===== config.mk =====
export PLATFORM = sky130hd
export DESIGN_NAME = bcd_calendar_chain
export DESIGN_NICKNAME = d
export VERILOG_FILES = /design/src/rtl/cal_pkg.sv /design/src/rtl/cal_sub_divider.sv /design/src/rtl/cal_sec_gate.sv /design/src/rtl/cal_digit_chain.sv /design/src/rtl/bcd_calendar_chain.sv
export SDC_FILE = /design/constraint.sdc
export NUM_CORES = 1
export LEC_CHECK = 0
export BUFFER_PORTS_ARGS = -buffer_cell sky130_fd_sc_hd__buf_2
export CAP_MARGIN = 10
export CELL_PAD_IN_SITES_DETAIL_PLACEMENT = 1
export CELL_PAD_IN_SITES_GLOBAL_PLACEMENT = 2
export CORE_UTILIZATION = 40
export CTS_BUF_LIST = sky130_fd_sc_hd__clkbuf_4
export DETAILED_ROUTE_END_ITERATION = 6
export PLACE_DENSITY = 0.82
export SLEW_MARGIN = 20
export SYNTH_ARGS = -nofsm -noshare
export SYNTH_HDL_FRONTEND = slang
export SYNTH_SLANG_ARGS = --single-unit

===== constraint.sdc =====
create_clock -name clk -period 4 [get_ports clk]
set_input_delay 0 -clock clk [delete_from_list [all_inputs] [get_ports clk]]
set_output_delay 0 -clock clk [all_outputs]
set_load 0.05 [all_outputs]

===== src/rtl/cal_pkg.sv =====
package cal_pkg;

  typedef struct packed {
    logic [3:0] s1;
    logic [2:0] s10;
    logic [3:0] m1;
    logic [2:0] m10;
    logic [3:0] h1;
    logic [1:0] h10;
    logic       pm;
    logic [3:0] d1;
    logic [1:0] d10;
    logic [3:0] mo1;
    logic       mo10;
    logic [3:0] y1;
    logic [3:0] y10;
    logic [2:0] wk;
  } cal_t;

  typedef struct packed {
    cal_t t;
    logic c_min;
    logic c_hr;
    logic c_day;
  } step_t;

  localparam cal_t CAL_RESET = '{s1: 4'd0, s10: 3'd0, m1: 4'd0, m10: 3'd0,
                                 h1: 4'd0, h10: 2'd0, pm: 1'b0, d1: 4'd1,
                                 d10: 2'd0, mo1: 4'd1, mo10: 1'b0, y1: 4'd0,
                                 y10: 4'd0, wk: 3'd0};

  // Divisible by 4 in BCD: an even tens digit needs units 0/4/8, an odd one 2/6.
  function automatic logic leap_yr(input logic [3:0] y10, input logic [3:0] y1);
    return y10[0] ? (y1 == 4'd2 || y1 == 4'd6)
                  : (y1 == 4'd0 || y1 == 4'd4 || y1 == 4'd8);
  endfunction

  // Last day of the month as packed BCD {tens[1:0], units[3:0]}.
  function automatic logic [5:0] last_day(input logic mo10, input logic [3:0] mo1,
                                          input logic [3:0] y10, input logic [3:0] y1);
    if (!mo10 && mo1 == 4'd2)
      return leap_yr(y10, y1) ? 6'h29 : 6'h28;
    else if ((!mo10 && (mo1 == 4'd4 || mo1 == 4'd6 || mo1 == 4'd9)) ||
             (mo10 && mo1 == 4'd1))
      return 6'h30;
    else
      return 6'h31;
  endfunction

  // One step of the chain. With from_min set the step enters at the minutes digits.
  function automatic step_t advance(input cal_t c, input logic mode24, input logic from_min);
    step_t r;
    r.t     = c;
    r.c_min = from_min;
    r.c_hr  = 1'b0;
    r.c_day = 1'b0;
    if (!from_min) begin
      if (c.s1 == 4'd9) begin
        r.t.s1 = 4'd0;
        if (c.s10 == 3'd5) begin r.t.s10 = 3'd0; r.c_min = 1'b1; end
        else r.t.s10 = c.s10 + 3'd1;
      end else r.t.s1 = c.s1 + 4'd1;
    end
    if (r.c_min) begin
      if (c.m1 == 4'd9) begin
        r.t.m1 = 4'd0;
        if (c.m10 == 3'd5) begin r.t.m10 = 3'd0; r.c_hr = 1'b1; end
        else r.t.m10 = c.m10 + 3'd1;
      end else r.t.m1 = c.m1 + 4'd1;
    end
    if (r.c_hr) begin
      if (mode24 && c.h10 == 2'd2 && c.h1 == 4'd3) begin
        r.t.h10 = 2'd0; r.t.h1 = 4'd0; r.c_day = 1'b1;
      end else if (!mode24 && c.h10 == 2'd1 && c.h1 == 4'd1) begin
        r.t.h1 = 4'd2; r.t.pm = ~c.pm; r.c_day = c.pm;
      end else if (!mode24 && c.h10 == 2'd1 && c.h1 == 4'd2) begin
        r.t.h10 = 2'd0; r.t.h1 = 4'd1;
      end else if (c.h1 == 4'd9) begin
        r.t.h1 = 4'd0; r.t.h10 = c.h10 + 2'd1;
      end else r.t.h1 = c.h1 + 4'd1;
    end
    if (r.c_day) begin
      r.t.wk = (c.wk >= 3'd6) ? 3'd0 : c.wk + 3'd1;
      if ({c.d10, c.d1} == last_day(c.mo10, c.mo1, c.y10, c.y1)) begin
        r.t.d10 = 2'd0; r.t.d1 = 4'd1;
        if (c.mo10 && c.mo1 == 4'd2) begin
          r.t.mo10 = 1'b0; r.t.mo1 = 4'd1;
          if (c.y1 == 4'd9) begin
            r.t.y1  = 4'd0;
            r.t.y10 = (c.y10 == 4'd9) ? 4'd0 : c.y10 + 4'd1;
          end else r.t.y1 = c.y1 + 4'd1;
        end else if (c.mo1 == 4'd9) begin
          r.t.mo1 = 4'd0; r.t.mo10 = 1'b1;
        end else r.t.mo1 = c.mo1 + 4'd1;
      end else if (c.d1 == 4'd9) begin
        r.t.d1 = 4'd0; r.t.d10 = c.d10 + 2'd1;
      end else r.t.d1 = c.d1 + 4'd1;
    end
    return r;
  endfunction

  // Replace one digit, masked to the width of its register.
  function automatic cal_t write_digit(input cal_t c, input logic [3:0] sel, input logic [3:0] v);
    cal_t r;
    r = c;
    case (sel)
      4'd0:  r.s1  = v;
      4'd1:  r.s10 = v[2:0];
      4'd2:  r.m1  = v;
      4'd3:  r.m10 = v[2:0];
      4'd4:  r.h1  = v;
      4'd5:  begin r.h10 = v[1:0]; r.pm = v[2]; end
      4'd6:  r.d1  = v;
      4'd7:  r.d10 = v[1:0];
      4'd8:  r.mo1 = v;
      4'd9:  r.mo10 = v[0];
      4'd10: r.y1  = v;
      4'd11: r.y10 = v;
      4'd12: r.wk  = v[2:0];
      default: ;
    endcase
    return r;
  endfunction

endpackage


===== src/rtl/cal_sub_divider.sv =====
module cal_sub_divider #(
  parameter int TICKS = 64
) (
  input  logic                       clk,
  input  logic                       rst_n,
  input  logic                       frac_tick,
  input  logic                       clear,
  input  logic                       freeze,
  output logic [$clog2(TICKS)-1:0]   count,
  output logic                       wrap
);
  localparam int CW = $clog2(TICKS);
  localparam logic [CW-1:0] LAST = CW'(TICKS - 1);

  assign wrap = frac_tick && !freeze && !clear && (count == LAST);

  always_ff @(posedge clk or negedge rst_n) begin
    if (!rst_n)                  count <= '0;
    else if (clear)              count <= '0;
    else if (frac_tick && !freeze) count <= wrap ? '0 : count + 1'b1;
  end
endmodule


===== src/rtl/cal_sec_gate.sv =====
module cal_sec_gate (
  input  logic clk,
  input  logic rst_n,
  input  logic sec_evt,
  input  logic hold,
  input  logic stop,
  input  logic blocked,
  output logic adv,
  output logic pend
);
  logic evt_live;

  assign evt_live = sec_evt && !stop;
  assign adv      = !hold && !stop && !blocked && (evt_live || pend);

  always_ff @(posedge clk or negedge rst_n) begin
    if (!rst_n) pend <= 1'b0;
    else        pend <= (pend || evt_live) && !adv;
  end
endmodule


===== src/rtl/cal_digit_chain.sv =====
module cal_digit_chain
  import cal_pkg::*;
(
  input  logic       clk,
  input  logic       rst_n,
  input  logic       adv,
  input  logic       adj,
  input  logic       mode24,
  input  logic       dig_we,
  input  logic [3:0] dig_sel,
  input  logic [3:0] dig_val,
  output cal_t       now,
  output logic       carry_min,
  output logic       carry_hour
);
  step_t sec_step, adj_step;
  cal_t  zeroed;
  logic  round_up;

  always_comb begin
    sec_step   = advance(now, mode24, 1'b0);
    zeroed     = now;
    zeroed.s1  = 4'd0;
    zeroed.s10 = 3'd0;
    round_up   = (now.s10 >= 3'd3);
    adj_step   = advance(zeroed, mode24, 1'b1);
  end

  assign carry_min  = (adv && sec_step.c_min) || (adj && round_up);
  assign carry_hour = (adv && sec_step.c_hr) || (adj && round_up && adj_step.c_hr);

  always_ff @(posedge clk or negedge rst_n) begin
    if (!rst_n)      now <= CAL_RESET;
    else if (dig_we) now <= write_digit(now, dig_sel, dig_val);
    else if (adj)    now <= round_up ? adj_step.t : zeroed;
    else if (adv)    now <= sec_step.t;
  end
endmodule


===== src/rtl/bcd_calendar_chain.sv =====
module bcd_calendar_chain
  import cal_pkg::*;
#(
  parameter int TICKS_PER_SEC = 64
) (
  input  logic       clk,
  input  logic       rst_n,
  input  logic       frac_tick,
  input  logic       sec_tick,
  input  logic       wr_en,
  input  logic [3:0] addr,
  input  logic [3:0] wdata,
  output logic [3:0] rdata,
  output logic       busy,
  output logic       carry_sec,
  output logic       carry_min,
  output logic       carry_hour
);
  localparam int CW = $clog2(TICKS_PER_SEC);
  localparam logic [3:0] LAST_DIGIT = 4'd12;
  localparam logic [3:0] CTRL_A     = 4'd13;
  localparam logic [3:0] CTRL_B     = 4'd15;

  logic          hold_q, stop_q, rest_q, mode24_q;
  logic [CW-1:0] sub_count;
  logic          div_wrap, adv, pend, adj, dig_we;
  cal_t          cal_now;

  assign dig_we = wr_en && (addr <= LAST_DIGIT);
  assign adj    = wr_en && (addr == CTRL_A) && wdata[2];

  always_ff @(posedge clk or negedge rst_n) begin
    if (!rst_n) begin
      hold_q <= 1'b0; stop_q <= 1'b0; rest_q <= 1'b0; mode24_q <= 1'b1;
    end else if (wr_en && addr == CTRL_A) begin
      hold_q <= wdata[0];
    end else if (wr_en && addr == CTRL_B) begin
      rest_q <= wdata[0]; stop_q <= wdata[1]; mode24_q <= wdata[2];
    end
  end

  cal_sub_divider #(.TICKS(TICKS_PER_SEC)) u_div (
    .clk(clk), .rst_n(rst_n), .frac_tick(frac_tick), .clear(rest_q),
    .freeze(stop_q), .count(sub_count), .wrap(div_wrap)
  );

  cal_sec_gate u_gate (
    .clk(clk), .rst_n(rst_n), .sec_evt(div_wrap || sec_tick), .hold(hold_q),
    .stop(stop_q), .blocked(wr_en), .adv(adv), .pend(pend)
  );

  cal_digit_chain u_chain (
    .clk(clk), .rst_n(rst_n), .adv(adv), .adj(adj), .mode24(mode24_q),
    .dig_we(dig_we), .dig_sel(addr), .dig_val(wdata), .now(cal_now),
    .carry_min(carry_min), .carry_hour(carry_hour)
  );

  assign busy      = adv;
  assign carry_sec = adv;

  always_comb begin
    case (addr)
      4'd0:  rdata = cal_now.s1;
      4'd1:  rdata = {1'b0, cal_now.s10};
      4'd2:  rdata = cal_now.m1;
      4'd3:  rdata = {1'b0, cal_now.m10};
      4'd4:  rdata = cal_now.h1;
      4'd5:  rdata = {1'b0, cal_now.pm, cal_now.h10};
      4'd6:  rdata = cal_now.d1;
      4'd7:  rdata = {2'b0, cal_now.d10};
      4'd8:  rdata = cal_now.mo1;
      4'd9:  rdata = {3'b0, cal_now.mo10};
      4'd10: rdata = cal_now.y1;
      4'd11: rdata = cal_now.y10;
      4'd12: rdata = {1'b0, cal_now.wk};
      4'd13: rdata = {2'b0, busy, hold_q};
      4'd15: rdata = {1'b0, mode24_q, stop_q, rest_q};
      default: rdata = 4'd0;
    endcase
  end
endmodule


==> impl_metrics.toml <==
[die]
ios = 21
start_util_pct = 41.4
die_y_um = 105
die_x_um = 105
design.core.area_um2 = 10300
dieArea_um2 = 11100
num_rows = 37

[global_routing]
grt_pass1_vias = 4192
grt_start_max_net_pins = 55
grt.overflow.total = 0
grt_pass1_wl_um = 23200
track_usage_pct = 26.8
antenna_found_initial = 0

[yosys]
synth_edf_count = 0
synth_area_um2 = 4280
syn_nets = 539
syn_area_per_cell_um2 = 8.24
synth_seq_cells = 54
synth-async-reset-ratio_pct = 100
ys_seq_area_share_pct = 31.7
synth_top_area_share_pct = 29.8
synthFlopType = "dfrtp_1"
yosys_warnings = 0
postSynthCellCount = 519
synth.largest_area_cell = "dfrtp_1"
synth_cell_types = 75
synth.area.top_cells = "dfrtp_1, o21ai_0, nand2_1, nor2_1, a21oi_1"

[critical_path]
path_cells = "and2_1 > ha_1 > a211oi_1 > nor3_1 > o21ba_2 > inv_1 > a31oi_1 > nor3_1 > a211oi_1"
r2r_setup_slack_ns = 1.25
cp.required_ns = 4.32
critical-path-top-delay-family = "compound AO/OA/AOI/OAI gates"
cp_slowest_cell = "a31oi_1"
cp-start-kind = "flop"
crit_path_end_kind = "flop"
crit_type = "flop to flop"
arrival_ns = 3.06
reg2reg_depth = 9
timing.rr.end = "u_chain.now[32]"
critPathBufInv = 1
cp_max_fo = 8
timing.rr.start = "u_chain.now[36]"
slowest_delay_ns = 0.58

[detailed_routing]
drc = 0
drtPass1Iterations = 5
vias = 4132
viasPerCell = 6.30
first_iter_violations = 241
ant_nets = 0
wl_um = 13900
post_drt_wl_per_cell_um = 21.2

[cts]
cts_sinks = 54
cts_buffer_depth = 2
cts_root_buffer = "clkbuf_4"
tritoncts = "built"
clk_latency_ns = 0.42
cts_buffers = 5
clkTransAtPathRegs_ns = 0.17
cts_resized = 0
htree_levels = 2

[timing]
skew_ns = 0.0306
finalSetupViolCount = 0
min_period_over_period_pct = 68.7
tightest_slew_ns = 0.886
slew_viol_final = 0
slew_headroom_pct = 40.3
setup-tns-final_ns = 0
rsz0062_at_grt = "false"
hold_violations = 0
finalCriticalPeriod_ns = 2.75
fmax_mhz = 364

[placement]
dp_hpwl_um = 10400
placed_area_um2 = 4410
port_buffers = 20
routabilityCongestion = 0.892

[finish]
fin_area_um2 = 4510
n_antenna_cell = 0
fin_nets = 539
area_delta_synth_final_pct = 5.47
drive_gt1_share_pct = 13.7

[hold_path]
min_to = "u_div.count[1]"
min_path_type = "input pin to flop"
hold_start = "frac_tick"
hold_depth = 4

[outcome]
run_status = "finished clean"

[power]
ir_drop_v = 0.000286
p_per_area_nw_per_um2 = 487
power_leakage_nw = 1.85

[flow_run]
cap_viol_max_count = 0
## cells by family (layout without fill, tap and decap cells)
kind of cell	after synthesis	count (layout)	synth area share, %
AND/OR/NAND/NOR	186	186	22.6
AO/OA/AOI/OAI	180	180	28.8
XOR/XNOR	3	3	0.615
adder cells (fa/ha/maj)	7	7	2.05
multiplexers	28	28	7.75
buffers and inverters	61	62	6.49
flip-flops	54	54	31.7
## tightest hold or removal path, cell delays in order
cell and delay, ns:
buf_2 0.12, nor2b_1 0.16, nand2_1 0.07, a21oi_1 0.05
## Yosys cell counts, types with 6 or more instances
cell type and count:
a211oi_1 6, a21o_1 7, a21oi_1 31, a221oi_1 6
a22o_1 7, a22oi_1 6, a31oi_1 13, and2_1 6
clkbuf_1 20, dfrtp_1 51, ha_1 7, inv_1 26
mux2_2 12, mux2i_1 11, nand2_1 53, nand3_1 12
nand3b_1 10, nand4_1 6, nor2_1 44, nor2b_1 7
nor3_1 17, o21ai_0 47, o31ai_1 7
## stage by stage
stage	worst slack (ns)	std cells	hold slack [ns]	total power, mW	utilization, %
final	1.25	656	0.0264	2.19	43.7
after global routing	0.957	656	0.0454	2.37	43.7
after CTS	1.24	656	0.00856	2.21	43.7
after global placement	1.33	644	0.193	1.90	42.7
after floorplan	1.48	519	-0.296	1.66	-
after detailed placement	1.27	644	0.201	1.93	42.7
## what timing repair did
item	CTS	global route
setup buffers	0	0
endpoints found under the hold margin	54	0
hold buffers	4	0
## routing by layer
metal | GRT usage, % | wire (µm)
met2 | 43.1 | 6510
met1 | 37.5 | 6530
met3 | 3.71 | 657
met5 | 0 | 0
met4 | 7.55 | 239
## worst max-delay path by stage
| stage | end | start | cells after the start | slack (ns) |
|---|---|---|---|---|
| after floorplan | u_chain.now[36] | u_div.count[0] | 6 | 1.48 |
| after global placement | u_chain.now[6] | u_chain.now[36] | 10 | 1.33 |
| final | u_chain.now[32] | u_chain.now[36] | 9 | 1.25 |
| after detailed placement | u_chain.now[6] | u_chain.now[36] | 10 | 1.27 |
| after CTS | u_chain.now[19] | u_chain.now[36] | 10 | 1.24 |
| after global routing | u_chain.now[30] | u_chain.now[39] | 8 | 0.96 |
## state kept, by name, indices dropped and copies added, names as in the netlist
signal,count
u_chain.now,43
u_gate.pend,1
rest_q,1
u_div.count,6
hold_q,1
mode24_q,1
stop_q,1
## final cells by class
type | instances | area (µm²)
clock buffers | 5 | 37.5
clock inverters | 3 | 20.0
fillers | 1263 | 5810
inverters | 26 | 97.6
multi-input cells | 404 | 2650
flip-flops and latches | 54 | 1360
well taps | 136 | 170
repair buffers | 28 | 183
## cells in the final DEF (no fill, tap or decap), drive strengths merged, types with 6 or more instances in the layout
master  synthesis  routed
dfrtp          51      51
a31oi          14      14
o31ai           7       7
nor2b           7       7
nor2           45      45
inv            26      27
o21ai          52      52
a21o            8       8
and2            6       6
a221oi          6       6
mux2i          12      12
nand2          54      54
a21oi          34      34
nand3b         10      10
ha              7       7
nor3           18      18
nand4           6       6
a22o            7       7
a211oi          6       6
mux2           15      15
a22oi           6       6
nand3          12      12
buf            14      24
## power breakdown
part / internal [mW] / total [mW] / switching (mW)
clock network: 0.0691 / 0.267 / 0.198
logic: 0.384 / 0.868 / 0.484
registers: 0.715 / 1.06 / 0.344
total: 1.17 / 2.19 / 1.03
Note: power is estimated with default switching activity, not from simulation.
